`src/rtl/mpuart_pkg.sv`:
```
// Shared types for the address-filtering serial receiver.
package mpuart_pkg;
    // Receive sequencer states.
    typedef enum logic [2:0] {
        RX_IDLE,
        RX_START,
        RX_DATA,
        RX_FLAG,
        RX_STOP
    } rx_state_t;
endpackage

```
`src/rtl/mpuart_framer.sv`:
```
// Frame assembler: confirms a start bit at mid-bit, samples each later bit
// at the centre of its OVS ticks and pulses done for one clock once the stop
// bit has been sampled.
// Assumes: rxd_s is already synchronised; tick is a one-clock pulse.
module mpuart_framer
    import mpuart_pkg::*;
#(
    parameter int OVS = 16,
    parameter int DW  = 8
) (
    input  logic          clk,
    input  logic          rst_n,
    input  logic          rxd_s,
    input  logic          tick,
    input  logic          mp_en,
    output logic          done,
    output logic [DW-1:0] data,
    output logic          flag_bit,
    output logic          stop_ok
);
    localparam int CW  = $clog2(OVS);
    localparam int IW  = (DW > 1) ? $clog2(DW) : 1;
    localparam int MID = OVS / 2;

    rx_state_t     state;
    logic [CW-1:0] cnt;
    logic [IW-1:0] idx;

    // Sequencer: tick counting, bit sampling and the frame-complete strobe.
    always_ff @(posedge clk) begin
        if (!rst_n) begin
            state    <= RX_IDLE;
            cnt      <= '0;
            idx      <= '0;
            data     <= '0;
            flag_bit <= 1'b0;
            stop_ok  <= 1'b0;
            done     <= 1'b0;
        end else begin
            done <= 1'b0;
            if (tick) begin
                case (state)
                    RX_IDLE: begin
                        if (!rxd_s) begin
                            state <= RX_START;
                            cnt   <= '0;
                        end
                    end
                    RX_START: begin
                        if (cnt == CW'(MID - 1)) begin
                            cnt      <= '0;
                            idx      <= '0;
                            flag_bit <= 1'b0;
                            state    <= rxd_s ? RX_IDLE : RX_DATA;
                        end else begin
                            cnt <= cnt + 1'b1;
                        end
                    end
                    RX_DATA: begin
                        if (cnt == CW'(OVS - 1)) begin
                            cnt  <= '0;
                            data <= {rxd_s, data[DW-1:1]};
                            if (idx == IW'(DW - 1)) begin
                                state <= mp_en ? RX_FLAG : RX_STOP;
                            end else begin
                                idx <= idx + 1'b1;
                            end
                        end else begin
                            cnt <= cnt + 1'b1;
                        end
                    end
                    RX_FLAG: begin
                        if (cnt == CW'(OVS - 1)) begin
                            cnt      <= '0;
                            flag_bit <= rxd_s;
                            state    <= RX_STOP;
                        end else begin
                            cnt <= cnt + 1'b1;
                        end
                    end
                    RX_STOP: begin
                        if (cnt == CW'(OVS - 1)) begin
                            cnt     <= '0;
                            stop_ok <= rxd_s;
                            done    <= 1'b1;
                            state   <= RX_IDLE;
                        end else begin
                            cnt <= cnt + 1'b1;
                        end
                    end
                    default: state <= RX_IDLE;
                endcase
            end
        end
    end
endmodule

```
`src/rtl/mpuart_flags.sv`:
```
// Receive register, status flags, filter bit and interrupt gating.
// Assumes: done is a single-cycle pulse with data, flag_in and stop_in valid.
module mpuart_flags #(
    parameter int DW = 8
) (
    input  logic          clk,
    input  logic          rst_n,
    input  logic          done,
    input  logic [DW-1:0] data_in,
    input  logic          flag_in,
    input  logic          stop_in,
    input  logic          mp_en,
    input  logic          sync_mode,
    input  logic          rie,
    input  logic          filt_wr,
    input  logic          filt_wdata,
    input  logic          clr_full,
    input  logic          clr_err,
    output logic [DW-1:0] rx_data,
    output logic          rx_full,
    output logic          frm_err,
    output logic          ovr_err,
    output logic          mpb_flag,
    output logic          filt_en,
    output logic          irq_rx,
    output logic          irq_err
);
    logic filt_act;
    logic accept;
    logic id_hit;

    // Decode whether the filter is in force and whether the frame counts.
    always_comb begin
        filt_act = filt_en & mp_en & ~sync_mode;
        accept   = done & ~(filt_act & ~flag_in);
        id_hit   = done & mp_en & flag_in;
    end

    // Filter bit: software write has priority over the hardware clear.
    always_ff @(posedge clk) begin
        if (!rst_n) begin
            filt_en <= 1'b0;
        end else if (filt_wr) begin
            filt_en <= filt_wdata;
        end else if (id_hit) begin
            filt_en <= 1'b0;
        end
    end

    // Data register and flags: clear strobes first, frame updates after.
    always_ff @(posedge clk) begin
        if (!rst_n) begin
            rx_data  <= '0;
            rx_full  <= 1'b0;
            frm_err  <= 1'b0;
            ovr_err  <= 1'b0;
            mpb_flag <= 1'b0;
        end else begin
            if (clr_full) rx_full <= 1'b0;
            if (clr_err) begin
                frm_err <= 1'b0;
                ovr_err <= 1'b0;
            end
            if (accept) begin
                if (rx_full) begin
                    ovr_err <= 1'b1;
                end else begin
                    rx_data <= data_in;
                    rx_full <= 1'b1;
                end
                if (!stop_in) frm_err <= 1'b1;
                if (mp_en) mpb_flag <= flag_in;
            end
        end
    end

    // Interrupt requests, held off while the filter is active.
    always_comb begin
        irq_rx  = rie & rx_full & ~filt_act;
        irq_err = rie & (frm_err | ovr_err) & ~filt_act;
    end
endmodule

```
`src/rtl/mpuart_rx.sv`:
```
// Address-filtering serial receiver top: synchronises the line, assembles
// frames and keeps the receive register, flags and filter bit.
// Assumes: tick16 runs at OVS times the bit rate; controls are synchronous.
module mpuart_rx #(
    parameter int OVS = 16,
    parameter int DW  = 8
) (
    input  logic          clk,
    input  logic          rst_n,
    input  logic          rxd,
    input  logic          tick16,
    input  logic          mp_en,
    input  logic          sync_mode,
    input  logic          rie,
    input  logic          filt_wr,
    input  logic          filt_wdata,
    input  logic          clr_full,
    input  logic          clr_err,
    output logic [DW-1:0] rx_data,
    output logic          rx_full,
    output logic          frm_err,
    output logic          ovr_err,
    output logic          mpb_flag,
    output logic          filt_en,
    output logic          irq_rx,
    output logic          irq_err
);
    logic [1:0]    rxd_sync;
    logic          fr_done;
    logic [DW-1:0] fr_data;
    logic          fr_mpb;
    logic          fr_stop;

    // Two-stage synchroniser for the asynchronous line, idle high.
    always_ff @(posedge clk) begin
        if (!rst_n) rxd_sync <= 2'b11;
        else        rxd_sync <= {rxd_sync[0], rxd};
    end

    mpuart_framer #(.OVS(OVS), .DW(DW)) u_framer (
        .clk      (clk),
        .rst_n    (rst_n),
        .rxd_s    (rxd_sync[1]),
        .tick     (tick16),
        .mp_en    (mp_en),
        .done     (fr_done),
        .data     (fr_data),
        .flag_bit (fr_mpb),
        .stop_ok  (fr_stop)
    );

    mpuart_flags #(.DW(DW)) u_flags (
        .clk        (clk),
        .rst_n      (rst_n),
        .done       (fr_done),
        .data_in    (fr_data),
        .flag_in    (fr_mpb),
        .stop_in    (fr_stop),
        .mp_en      (mp_en),
        .sync_mode  (sync_mode),
        .rie        (rie),
        .filt_wr    (filt_wr),
        .filt_wdata (filt_wdata),
        .clr_full   (clr_full),
        .clr_err    (clr_err),
        .rx_data    (rx_data),
        .rx_full    (rx_full),
        .frm_err    (frm_err),
        .ovr_err    (ovr_err),
        .mpb_flag   (mpb_flag),
        .filt_en    (filt_en),
        .irq_rx     (irq_rx),
        .irq_err    (irq_err)
    );
endmodule

```
`config.mk`:
```
export PLATFORM = sky130hd
export DESIGN_NAME = mpuart_rx
export DESIGN_NICKNAME = d
export VERILOG_FILES = /design/src/rtl/mpuart_pkg.sv /design/src/rtl/mpuart_framer.sv /design/src/rtl/mpuart_flags.sv /design/src/rtl/mpuart_rx.sv
export SDC_FILE = /design/constraint.sdc
export NUM_CORES = 1
export LEC_CHECK = 0
export ABC_AREA = 1
export BUFFER_PORTS_ARGS = -buffer_cell sky130_fd_sc_hd__buf_2
export CAP_MARGIN = 20
export CORE_MARGIN = 4
export CORE_UTILIZATION = 55
export CTS_CLUSTER_DIAMETER = 60
export DETAILED_ROUTE_END_ITERATION = 8
export PLACE_DENSITY_LB_ADDON = 0.2
export SYNTH_ARGS = -nofsm -noshare
export SYNTH_HDL_FRONTEND = slang
export SYNTH_SLANG_ARGS = --single-unit
```
`constraint.sdc`:
```
create_clock -name clk -period 1.7 [get_ports clk]
set_clock_uncertainty 0.15 [all_clocks]
set_input_delay 0 -clock clk [delete_from_list [all_inputs] [get_ports clk]]
set_output_delay 0 -clock clk [all_outputs]
set_load 0.03 [all_outputs]
```
==> reports/qor.csv, run 1 <==
stage;metric;value;unit
detailed_routing;postRouteWirelength;3577;um
timing;whs;0.08794;ns
detailed_routing;postRouteAntennaNets;0;
cts;h_tree_depth_reported_by_cts;2;
final_layout;final-instance-count-excl-fill;315;
synth;ys_seq_area_share;42.26;%
die;pin_count;26;
detailed_routing;avgViaCountPerCell;5.079;
timing;finalCritPeriodShare;93.87;%
synth;synth.cell_area;0.001705;mm^2
placement;place_hpwl;2569;um
grt;initial_antenna_violation_count;0;
setup_path;critPathArrivalTime;1.68;ns
setup_path;crit_path_end_kind;flip-flop;
placement;post-place-ws;0.06546;ns
synth;synthDominantAreaCellType;sky130_fd_sc_hd__dfxtp_1;
setup_path;critical-path-top-cell-by-count;sky130_fd_sc_hd__nand2_1;
grt;grt_pass1_vias;1504;
grt;groute.usage.overall;20.26;%
setup_path;worst_ep_required_time;1.78;ns
cts;post_cts.repair.setup_buffers;0;
synth;synthesis.nets;257;
synth;synth-seq-cells;36;
timing;setup_total_negative_slack;0;ns
hold_path;min_path_type;input port to flip-flop;
placement;port_buffers;25;
setup_path;timing.critical_path.slowest_stage_cell;sky130_fd_sc_hd__dlygate4sd3_1;
timing;rsz0062_at_grt;true;
synth;mean_instance_size_in_the_synthesized_netlist;7.018;um^2
timing;timing.max_slew.rel_slack;79.91;%
synth;synth_top_area_share;42.26;%
setup_path;start_kind;flip-flop;
setup_path;crit_fanout;2;
grt;grt_start_max_net_pins;18;
die;fp.dieArea;0.004056;mm^2
die;rows;19;
placement;detailed_place.area;0.001861;mm^2
synth;synthCells;243;
detailed_routing;detailroute.via_count;1600;
cts;cts_max_path_buffers;2;
final_layout;filler_cell_count;237;
detailed_routing;drt_pass1_iterations;4;
setup_path;cp_cell_sequence;inv_1 -> nor2_2 -> nand2_1 -> nand2_1 -> dlygate4sd3_1 -> o21ai_1 -> a21oi_1;
timing;max_freq;626.6;MHz
detailed_routing;wl_per_cell;11.36;um
timing;report.final.hold_viol_count;0;
pwr;total_power;1.925;mW
timing;worst_slew_pin_slew;0.3009;ns
pwr;leakagePower;0.8832;nW
outcome;status;finished, final reports clean;
cts;root_buffer;sky130_fd_sc_hd__clkbuf_4;
placement;place.gp.congestion;0.9183;
die;die_h;63.69;um
cts;tritoncts.num_buffers;5;
final_layout;layout-area-overhead-vs-synth;19.22;%
pwr;vdd.ir_drop.worst;0.5604;mV
die;core_area;0.002853;mm^2
final_layout;insertedDiodeCount;0;
grt;grt_pass1_wl;6548;um
timing;setup_viol;0;
setup_path;timing.critical_path.slowest_cell_delay;0.57;ns
timing;final.min_clock_period;1.596;ns
placement;placed_cells;298;
cts;numClockSinks;36;
synth;synth_cell_type_count;26;
final_layout;final_area;0.002033;mm^2
synth;synth.area.top_cells;sky130_fd_sc_hd__dfxtp_1, sky130_fd_sc_hd__nand2_1, sky130_fd_sc_hd__nor2_1, sky130_fd_sc_hd__a21oi_1, sky130_fd_sc_hd__inv_1;
pwr;power_per_cell_area;946.8;mW/mm^2
final_layout;final_layout_size_suffix_gt1_share;23.59;%
grt;globalRouteOverflowTotal;0;
run;max_cap_viol_count;0;
detailed_routing;drt_drc_violations_left;0;
synth;ys_warn_count;0;
cts;worst_setup_hold_path_clk_slew;0.10;ns
final_layout;utilization_after_layout;71.27;%
setup_path;path_class;flip-flop to flip-flop;
cts;cts_tree;built;
final_layout;final_nets;298;
cts;clk_latency;0.33;ns
timing;drv_slew;0;
detailed_routing;first_iter_violations;104;
die;floorplan.initialDensity;59.78;%
timing;setup_ws;0.1042;ns
die;die_width;63.69;um
[registers in the layout (all words and copies together), names as in the netlist, 2 cells and up]
register and cells:
u_flags.rx_data 8, u_framer.idx 3, u_framer.data 8, u_framer.state 3
u_framer.cnt 4, rxd_sync 2
[cell families (layout without fill, tap and decap cells)]
logic type	Yosys count	after routing	share of synthesized area, %
AOI/OAI and AO/OA	39	39	11.74
adders and majority gates	3	3	2.201
buffers and inverters	29	70	7.629
DFF	36	36	42.26
and+or+nand+nor	136	136	36.17
[cell usage in the layout, fill, tap and decap left out]
| cell | synthesis | routed |
|---|---|---|
| sky130_fd_sc_hd__a21oi_1 | 21 | 21 |
| sky130_fd_sc_hd__a22oi_1 | 1 | 1 |
| sky130_fd_sc_hd__buf_2 | 1 | 25 |
| sky130_fd_sc_hd__buf_4 | 1 | 4 |
| sky130_fd_sc_hd__clkbuf_1 | 1 | 1 |
| sky130_fd_sc_hd__clkbuf_4 | 0 | 5 |
| sky130_fd_sc_hd__clkinv_2 | 1 | 2 |
| sky130_fd_sc_hd__clkinvlp_4 | 0 | 1 |
| sky130_fd_sc_hd__dfxtp_1 | 36 | 32 |
| sky130_fd_sc_hd__dfxtp_2 | 0 | 4 |
| sky130_fd_sc_hd__dlygate4sd3_1 | 0 | 10 |
| sky130_fd_sc_hd__ha_1 | 3 | 2 |
| sky130_fd_sc_hd__ha_2 | 0 | 1 |
| sky130_fd_sc_hd__inv_1 | 20 | 20 |
| sky130_fd_sc_hd__inv_2 | 2 | 2 |
| sky130_fd_sc_hd__nand2_1 | 56 | 56 |
| sky130_fd_sc_hd__nand2_2 | 6 | 6 |
| sky130_fd_sc_hd__nand3_1 | 13 | 13 |
| sky130_fd_sc_hd__nand3_2 | 3 | 3 |
| sky130_fd_sc_hd__nand3_4 | 1 | 1 |
| sky130_fd_sc_hd__nand4_1 | 1 | 1 |
| sky130_fd_sc_hd__nor2_1 | 46 | 42 |
| sky130_fd_sc_hd__nor2_2 | 3 | 6 |
| sky130_fd_sc_hd__nor2_4 | 3 | 4 |
| sky130_fd_sc_hd__o211ai_1 | 1 | 1 |
| sky130_fd_sc_hd__o21ai_0 | 13 | 12 |
| sky130_fd_sc_hd__o21ai_1 | 3 | 4 |
| sky130_fd_sc_hd__or2_0 | 1 | 1 |
| sky130_fd_sc_hd__or2_2 | 3 | 3 |
[cell usage after synthesis]
library cell and number:
sky130_fd_sc_hd__a21oi_1 21, sky130_fd_sc_hd__a22oi_1 1, sky130_fd_sc_hd__buf_2 1, sky130_fd_sc_hd__buf_4 1
sky130_fd_sc_hd__buf_6 2, sky130_fd_sc_hd__clkbuf_1 1, sky130_fd_sc_hd__clkinv_1 1, sky130_fd_sc_hd__clkinv_2 1
sky130_fd_sc_hd__dfxtp_1 36, sky130_fd_sc_hd__ha_1 3, sky130_fd_sc_hd__inv_1 20, sky130_fd_sc_hd__inv_2 2
sky130_fd_sc_hd__nand2_1 56, sky130_fd_sc_hd__nand2_2 6, sky130_fd_sc_hd__nand3_1 13, sky130_fd_sc_hd__nand3_2 3
sky130_fd_sc_hd__nand3_4 1, sky130_fd_sc_hd__nand4_1 1, sky130_fd_sc_hd__nor2_1 46, sky130_fd_sc_hd__nor2_2 3
sky130_fd_sc_hd__nor2_4 3, sky130_fd_sc_hd__o211ai_1 1, sky130_fd_sc_hd__o21ai_0 13, sky130_fd_sc_hd__o21ai_1 3
sky130_fd_sc_hd__or2_0 1, sky130_fd_sc_hd__or2_2 3
[metal layers]
metal,part of all wire [%],GRT usage [%],vias up
met4,1.7,9.704,0
met3,4.8,5.329,6
met2,46,32.20,36
li1,-,-,850
met1,47,25.30,708
met5,0,0,-
[area by class of cell]
class,count,area [um^2],area share (%)
Multi-Input combinational cell,178,872.1,42.89
Sequential cell,36,725.7,35.69
Inverter,24,95.09,4.677
Timing Repair Buffer,39,255.2,12.55
Clock buffer,6,41.29,2.031
Tap cell,31,38.79,1.908
Clock inverter,1,5.005,0.2462
[timing repair]
action | in CTS | in global routing
setup endpoints to repair | 0 | 16
resized for setup | 0 | 12
endpoints found under the hold margin | 28 | 0
hold buffers | 10 | 0
[path summary, 6_finish.rpt]
check	cells past startpoint	from	to	slack [ns]
min	7	sync_mode	u_flags.frm_err	0.09
min reg2reg	1	rxd_sync[0]	rxd_sync[1]	0.27
max reg2reg	7	u_flags.filt_en	u_flags.mpb_flag	0.10
max	7	u_flags.filt_en	u_flags.mpb_flag	0.10
[critical path, delay by kind of cell, from the launching register on]
kind	cells	cell delay, ns
buf+inv	2	0.65
flops	1	0.33
compound gates	2	0.19
simple gates	3	0.18
[report_power, final]
group	leakage (nW)	internal (mW)	switching, mW
Sequential	0.293	0.891	0.0575
Combinational	0.562	0.207	0.358
Clock	0.0281	0.152	0.259
Total	0.883	1.25	0.675
Note: power is estimated with default switching activity, not from simulation.
==> run 2, diff against run 1 <==
--- a/config.mk
+++ b/config.mk
@@ -8,8 +8,10 @@
 export ABC_AREA = 1
 export BUFFER_PORTS_ARGS = -buffer_cell sky130_fd_sc_hd__buf_2
 export CAP_MARGIN = 20
+export CELL_PAD_IN_SITES_DETAIL_PLACEMENT = 0
+export CELL_PAD_IN_SITES_GLOBAL_PLACEMENT = 1
 export CORE_MARGIN = 4
-export CORE_UTILIZATION = 55
+export CORE_UTILIZATION = 40
 export CTS_CLUSTER_DIAMETER = 60
 export DETAILED_ROUTE_END_ITERATION = 8
 export PLACE_DENSITY_LB_ADDON = 0.2
==> run 2 against run 1 <==
Routed wire length is 4.1% higher. Via count shrank 3.9%. Design area up 2.2%. Worst setup slack gained 0.063 ns. Core utilization down 20 points. Register-to-register slack better by 0.06 ns. Clock power increased by 52%. Count of clock-buffer cells in the layout unchanged. Combinational power decreased by 0.7%. Maximum frequency grew 4.1%. Critical endpoint is now u_framer.state[1]. Largest cell class unchanged. Largest power group unchanged.
==> reports/qor.csv, run 2 (synthesis results as in run 1) <==
stage;metric;value;unit
setup_path;worst_ep_required_time;1.73;ns
setup_path;crit_path_end_kind;flip-flop;
cts;h_tree_depth_reported_by_cts;2;
final_layout;insertedDiodeCount;0;
die;die_width;73.30;um
setup_path;crit_path_end;u_framer.state[1];
pwr;vdd.ir_drop.worst;0.5695;mV
cts;worst_setup_hold_path_clk_slew;0.07;ns
detailed_routing;routed-wl-met3;189;um
detailed_routing;top_layer;met4;
timing;max_freq;652.3;MHz
cts;numClockSinks;36;
die;die_h;73.30;um
placement;port_buffers;25;
timing;whs;0.01541;ns
setup_path;worstReg2RegEnd;u_framer.state[1];
detailed_routing;drt_pass1_iterations;4;
final_layout;final_area;0.002078;mm^2
final_layout;final_layout_size_suffix_gt1_share;22.78;%
setup_path;setup.worst_path.start;u_framer.cnt[0];
die;floorplan.initialDensity;42.03;%
timing;setup_total_negative_slack;0;ns
detailed_routing;postRouteWirelength;3724;um
timing;timing.max_slew.rel_slack;77.97;%
grt;initial_antenna_violation_count;0;
setup_path;rr_startpoint;u_framer.cnt[0];
placement;place_hpwl;2651;um
final_layout;filler_cell_count;438;
setup_path;timing.critical_path.buf_inv;1;
setup_path;worstRegToRegCells;10;
placement;placed_cells;316;
detailed_routing;detailroute.via_count;1537;
pwr;total_power;2.136;mW
setup_path;critical-path-top-cell-by-count;sky130_fd_sc_hd__nand2_1;
setup_path;cp_cell_sequence;ha_4 -> nand2_1 -> inv_1 -> nand2_1 -> nand2_2 -> nand2_1 -> nor2_4 -> nand3_1 -> nand2_1 -> nor2_1;
grt;globalRouteOverflowTotal;0;
final_layout;utilization_after_layout;51.22;%
final_layout;final-instance-count-excl-fill;331;
timing;final.min_clock_period;1.533;ns
cts;root_buffer;sky130_fd_sc_hd__clkbuf_8;
pwr;power_per_cell_area;1028;mW/mm^2
timing;setup_ws;0.1670;ns
detailed_routing;met1_length;1858;um
placement;detailed_place.area;0.001877;mm^2
detailed_routing;postRouteAntennaNets;0;
hold_path;min_path_type;input port to flip-flop;
grt;grt_pass1_vias;1462;
setup_path;path_class;flip-flop to flip-flop;
final_layout;largest_registers;u_flags.rx_data (8), u_framer.data (8), u_framer.cnt (4);
cts;cts_max_path_buffers;2;
cts;clk_latency;0.28;ns
final_layout;final_nets;294;
timing;rsz0062_at_grt;false;
grt;grt_pass1_wl;6451;um
die;fp.dieArea;0.005372;mm^2
timing;finalCritPeriodShare;90.18;%
detailed_routing;wl_per_cell;11.25;um
placement;place.gp.congestion;0.8170;
placement;post-place-ws;0.05283;ns
die;core_area;0.004058;mm^2
final_layout;mostFrequentLayoutCells;sky130_fd_sc_hd__nand2_1, sky130_fd_sc_hd__nor2_1, sky130_fd_sc_hd__dfxtp_1;
run;max_cap_viol_count;0;
detailed_routing;first_iter_violations;82;
outcome;status;finished, final reports clean;
pwr;leakagePower;0.8948;nW
cts;cts_tree;built;
detailed_routing;avgViaCountPerCell;4.644;
timing;report.final.hold_viol_count;0;
setup_path;crit_fanout;5;
setup_path;timing.critical_path.slowest_stage_cell;sky130_fd_sc_hd__dfxtp_2;
setup_path;ff_to_ff_setup_slack;0.17;ns
setup_path;critPathArrivalTime;1.57;ns
setup_path;start_kind;flip-flop;
setup_path;worst_path_dominant_cell_family;simple AND/OR/NAND/NOR gates;
die;rows;23;
die;pin_count;26;
final_layout;most_common_cell_after_layout_fill_and_taps_aside;sky130_fd_sc_hd__nand2_1;
final_layout;layout-area-overhead-vs-synth;21.86;%
timing;drv_slew;0;
timing;worst_slew_pin_slew;0.3305;ns
detailed_routing;drt_drc_violations_left;0;
setup_path;timing.critical_path.slowest_cell_delay;0.37;ns
grt;groute.usage.overall;15.30;%
timing;setup_viol;0;
detailed_routing;dr_wl_met2;1633;um
cts;tritoncts.num_buffers;5;
grt;grt_start_max_net_pins;19;
setup_path;critical_path_depth;10;
[run 2: changes by cell type in the layout (fill, tap and decap cells not counted), sizes merged]
cell,before,now
dlygate4sd3,10,7
clkinv,2,4
buf,29,28
clkinvlp,1,0
[run 2: final cells by class]
class                           instances  area [um^2]  share of cell area (%)
Sequential cell                        36        724.4                   34.86
Tap cell                               50        62.56                   3.010
Clock buffer                            6        82.58                   3.974
Multi-Input combinational cell        178        889.6                   42.81
Timing Repair Buffer                   35        217.7                   10.48
Clock inverter                          2        10.01                  0.4816
Inverter                               24        91.34                   4.395
[run 2: layer usage]
layer / GRT usage (%) / vias up
met4: 6.036 / 0
met3: 4.104 / 4
li1: - / 846
met1: 21.15 / 661
met5: 0 / -
met2: 22.64 / 26
[run 2: worst min-delay path by stage]
stage	cells after the start	slack, ns	startpoint	to
after floorplan	1	-0.04	rxd	rxd_sync[0]
after global placement	2	0.05	rxd	rxd_sync[0]
after detailed placement	2	0.05	rxd	rxd_sync[0]
after CTS	4	0.005	tick16	u_framer.cnt[3]
after global routing	5	0.02	tick16	u_framer.state[0]
final	4	0.02	tick16	u_framer.cnt[1]
[run 2: worst min-delay path: cells and delay by family]
kind	cells	cell delay, ns
buf+inv	1	0.13
compound gates	1	0.06
simple gates	2	0.23
[run 2: report_power, final]
group,switching (mW),internal [mW]
clock,0.303,0.323
sequential,0.0576,0.891
combinational,0.362,0.199
total,0.723,1.41
[run 2: what timing repair did]
| item | in CTS | in global routing |
|---|---|---|
| endpoints found under the setup margin | 0 | 14 |
| resized for setup | 0 | 10 |
| setup buffers | 0 | 0 |
| hold endpoints to repair | 23 | 0 |
| hold buffers | 7 | 0 |
==> run 3, diff against run 2 <==
--- a/config.mk
+++ b/config.mk
@@ -11,7 +11,7 @@
 export CELL_PAD_IN_SITES_DETAIL_PLACEMENT = 0
 export CELL_PAD_IN_SITES_GLOBAL_PLACEMENT = 1
 export CORE_MARGIN = 4
-export CORE_UTILIZATION = 40
+export CORE_UTILIZATION = 36
 export CTS_CLUSTER_DIAMETER = 60
 export DETAILED_ROUTE_END_ITERATION = 8
 export PLACE_DENSITY_LB_ADDON = 0.2
==> constraint.sdc (replaced) <==
create_clock -name clk -period 1.2 [get_ports clk]
set_clock_uncertainty 0.15 [all_clocks]
set_input_delay 0 -clock clk [delete_from_list [all_inputs] [get_ports clk]]
set_output_delay 0 -clock clk [all_outputs]
set_load 0.03 [all_outputs]
==> run 3 against run 2 <==
The flow now finishes with violations (setup timing). Hold slack better by 0.024 ns. Non-clock buffer count up 28. Via count up 15%. Sequential power up 44%. Global-route usage down 0.56 points. Core utilization up 8.3 points. First-iteration DRC count down 24%. Clock power up 45%. Maximum frequency up 5.3%. Sequential share of layout area down 7.1 points. Worst setup slack worse by 0.42 ns. Critical path type unchanged. Highest routed layer unchanged.
==> reports/qor.csv, run 3 (synthesis results as in run 1) <==
stage;metric;value;unit
setup_path;path_class;flip-flop to flip-flop;
hold_path;holdPathStages;5;
hold_path;worst_hold_startpoint;tick16;
setup_path;critical-path-top-cell-by-count;sky130_fd_sc_hd__nand2_2;
timing;worst_slew_pin_slew;0.3041;ns
setup_path;crit_fanout;5;
cts;worst_setup_hold_path_clk_slew;0.07;ns
final_layout;layout.area.seq;739.5;um^2
timing;max_freq;686.7;MHz
timing;whs;0.03980;ns
timing;setup_total_negative_slack;-5.347;ns
pwr;power.sequential.fraction;38.4;%
detailed_routing;detailroute.via_count;1772;
cts;cts_tree;built;
timing;drv_slew;0;
timing;finalCritPeriodShare;121.4;%
placement;port_buffers;25;
timing;timing.max_slew.rel_slack;79.71;%
grt;groute.usage.overall;14.74;%
final_layout;utilization_after_layout;59.51;%
grt;grt_start_max_net_pins;18;
placement;place_hpwl;2949;um
detailed_routing;wl_per_cell;12.31;um
final_layout;mostFrequentLayoutCells;sky130_fd_sc_hd__nor2_1, sky130_fd_sc_hd__nand2_1, sky130_fd_sc_hd__buf_4, sky130_fd_sc_hd__dfxtp_1, sky130_fd_sc_hd__buf_2;
die;rows;24;
final_layout;final_layout_size_suffix_gt1_share;48.55;%
timing;rsz0062_at_grt;true;
setup_path;worst_ep_required_time;1.23;ns
hold_path;min_path_type;input port to flip-flop;
pwr;internal_power;2.320;mW
setup_path;worstReg2RegEnd;u_framer.state[0];
run;max_cap_viol_count;0;
cts;numClockSinks;36;
cts;cts_max_path_buffers;2;
setup_path;worstRegToRegCells;10;
grt;globalRouteOverflowTotal;0;
cts;h_tree_depth_reported_by_cts;2;
detailed_routing;postRouteWirelength;4467;um
grt;grt_pass1_vias;1553;
die;die_h;76.83;um
outcome;status;complete, but fails checks;
pwr;power.combinational.fraction;36.2;%
detailed_routing;first_iter_violations;62;
cts;tritoncts.num_buffers;5;
final_layout;largest_registers;u_flags.rx_data (8), u_framer.data (8), u_framer.cnt (4);
setup_path;timing.critical_path.slowest_stage_cell;sky130_fd_sc_hd__dfxtp_2;
setup_path;timing.critical_path.slowest_cell_delay;0.35;ns
hold_path;hold_path_end;u_framer.cnt[0];
pwr;power_switching;1.251;mW
final_layout;multiInputGateArea;0.001189;mm^2
final_layout;insertedDiodeCount;0;
die;pin_count;26;
placement;placed_cells;338;
die;floorplan.initialDensity;38.12;%
timing;final.min_clock_period;1.456;ns
cts;clk_latency;0.28;ns
cts;root_buffer;sky130_fd_sc_hd__clkbuf_8;
timing;setup_viol;32;
placement;place.gp.congestion;0.7629;
timing;setup_ws;-0.2562;ns
final_layout;final_area;0.002663;mm^2
placement;detailed_place.area;0.002150;mm^2
pwr;vdd.ir_drop.worst;1.044;mV
pwr;leakagePower;1.199;nW
grt;grt_pass1_wl;7155;um
outcome;failed_checks;setup timing;
detailed_routing;avgViaCountPerCell;4.882;
setup_path;rr_startpoint;u_framer.cnt[1];
detailed_routing;drt_pass1_iterations;4;
setup_path;ff_to_ff_setup_slack;-0.26;ns
timing;report.final.hold_viol_count;0;
setup_path;crit_path_end_kind;flip-flop;
pwr;power_per_cell_area;1342;mW/mm^2
pwr;pwr-share-clk;25.4;%
setup_path;start_kind;flip-flop;
pwr;switching_share;35.04;%
final_layout;final-instance-count-excl-fill;363;
final_layout;filler_cell_count;416;
die;die_width;76.83;um
grt;initial_antenna_violation_count;0;
final_layout;most_common_cell_after_layout_fill_and_taps_aside;sky130_fd_sc_hd__nor2_1;
die;core_area;0.004474;mm^2
setup_path;cp_cell_sequence;ha_4 -> nand2_2 -> inv_2 -> nand2_2 -> nand2_2 -> nand2_4 -> nor2_4 -> nand3_1 -> nand2_1 -> nor2_1;
final_layout;layout-area-overhead-vs-synth;56.13;%
final_layout;final_nets;324;
setup_path;critPathArrivalTime;1.48;ns
detailed_routing;drt_drc_violations_left;0;
detailed_routing;postRouteAntennaNets;0;
die;fp.dieArea;0.005902;mm^2
-- run 3: power groups by stage --
stage,Combinational (mW),Sequential [mW],Clock [mW]
after floorplan,0.755,1.35,0
after global placement,1.05,1.38,0
after detailed placement,1.04,1.38,0
after CTS,1.12,1.37,0.942
after global routing,1.42,1.38,1.00
final,1.29,1.37,0.909
-- run 3: worst max-delay path by stage --
stage	start	endpoint	depth (start not counted)
CTS	u_framer.cnt[0]	u_framer.idx[0]	10
floorplan	u_framer.cnt[1]	u_framer.idx[0]	10
finish	u_framer.cnt[1]	u_framer.state[0]	10
detailed placement	u_framer.cnt[1]	u_framer.data[5]	7
global route	u_framer.cnt[1]	u_framer.state[2]	10
global placement	u_framer.cnt[1]	u_framer.data[5]	7
-- run 3: layout make-up --
| type | instances | area share [%] |
|---|---|---|
| inverter | 24 | 4.229 |
| clock inverter | 1 | 0.2820 |
| clock buffer | 7 | 3.242 |
| sequential | 36 | 27.77 |
| timing repair buffer | 63 | 17.39 |
| tap | 52 | 2.444 |
| multi-input combinational | 180 | 44.64 |
-- run 3: critical path: cells and delay by family (launching register included) --
family / cells / cell delay, ns
DFF: 1 / 0.35
adders and majority gates: 1 / 0.16
and+or+nand+nor: 8 / 0.61
buffers and inverters: 1 / 0.07
-- run 3: per-layer routing --
layer	vias to the layer above	share of wire (%)	track usage (%)
met5	-	0	0
met4	0	0.43	3.804
met3	2	3.6	4.215
met2	30	46	22.13
met1	829	50	20.62
li1	911	-	-
-- run 3: what timing repair did --
action                     CTS  global route
hold endpoints to repair    10             0
pin swaps                   11             7
gates resized for setup     20            63
gates cloned                 1             1
setup buffers                2             5
hold buffers                 8             0
setup endpoints to repair   31            35
-- run 3: per-stage QoR --
| stage | power, mW | setup WS [ns] |
|---|---|---|
| 6_report | 3.572 | -0.2562 |
| 3_3_place_gp | 2.426 | -0.3074 |
| 5_1_grt | 3.802 | -0.3500 |
| 2_1_floorplan | 2.110 | -0.1457 |
| 3_5_place_dp | 2.420 | -0.3236 |
| 4_1_cts | 3.424 | -0.2338 |
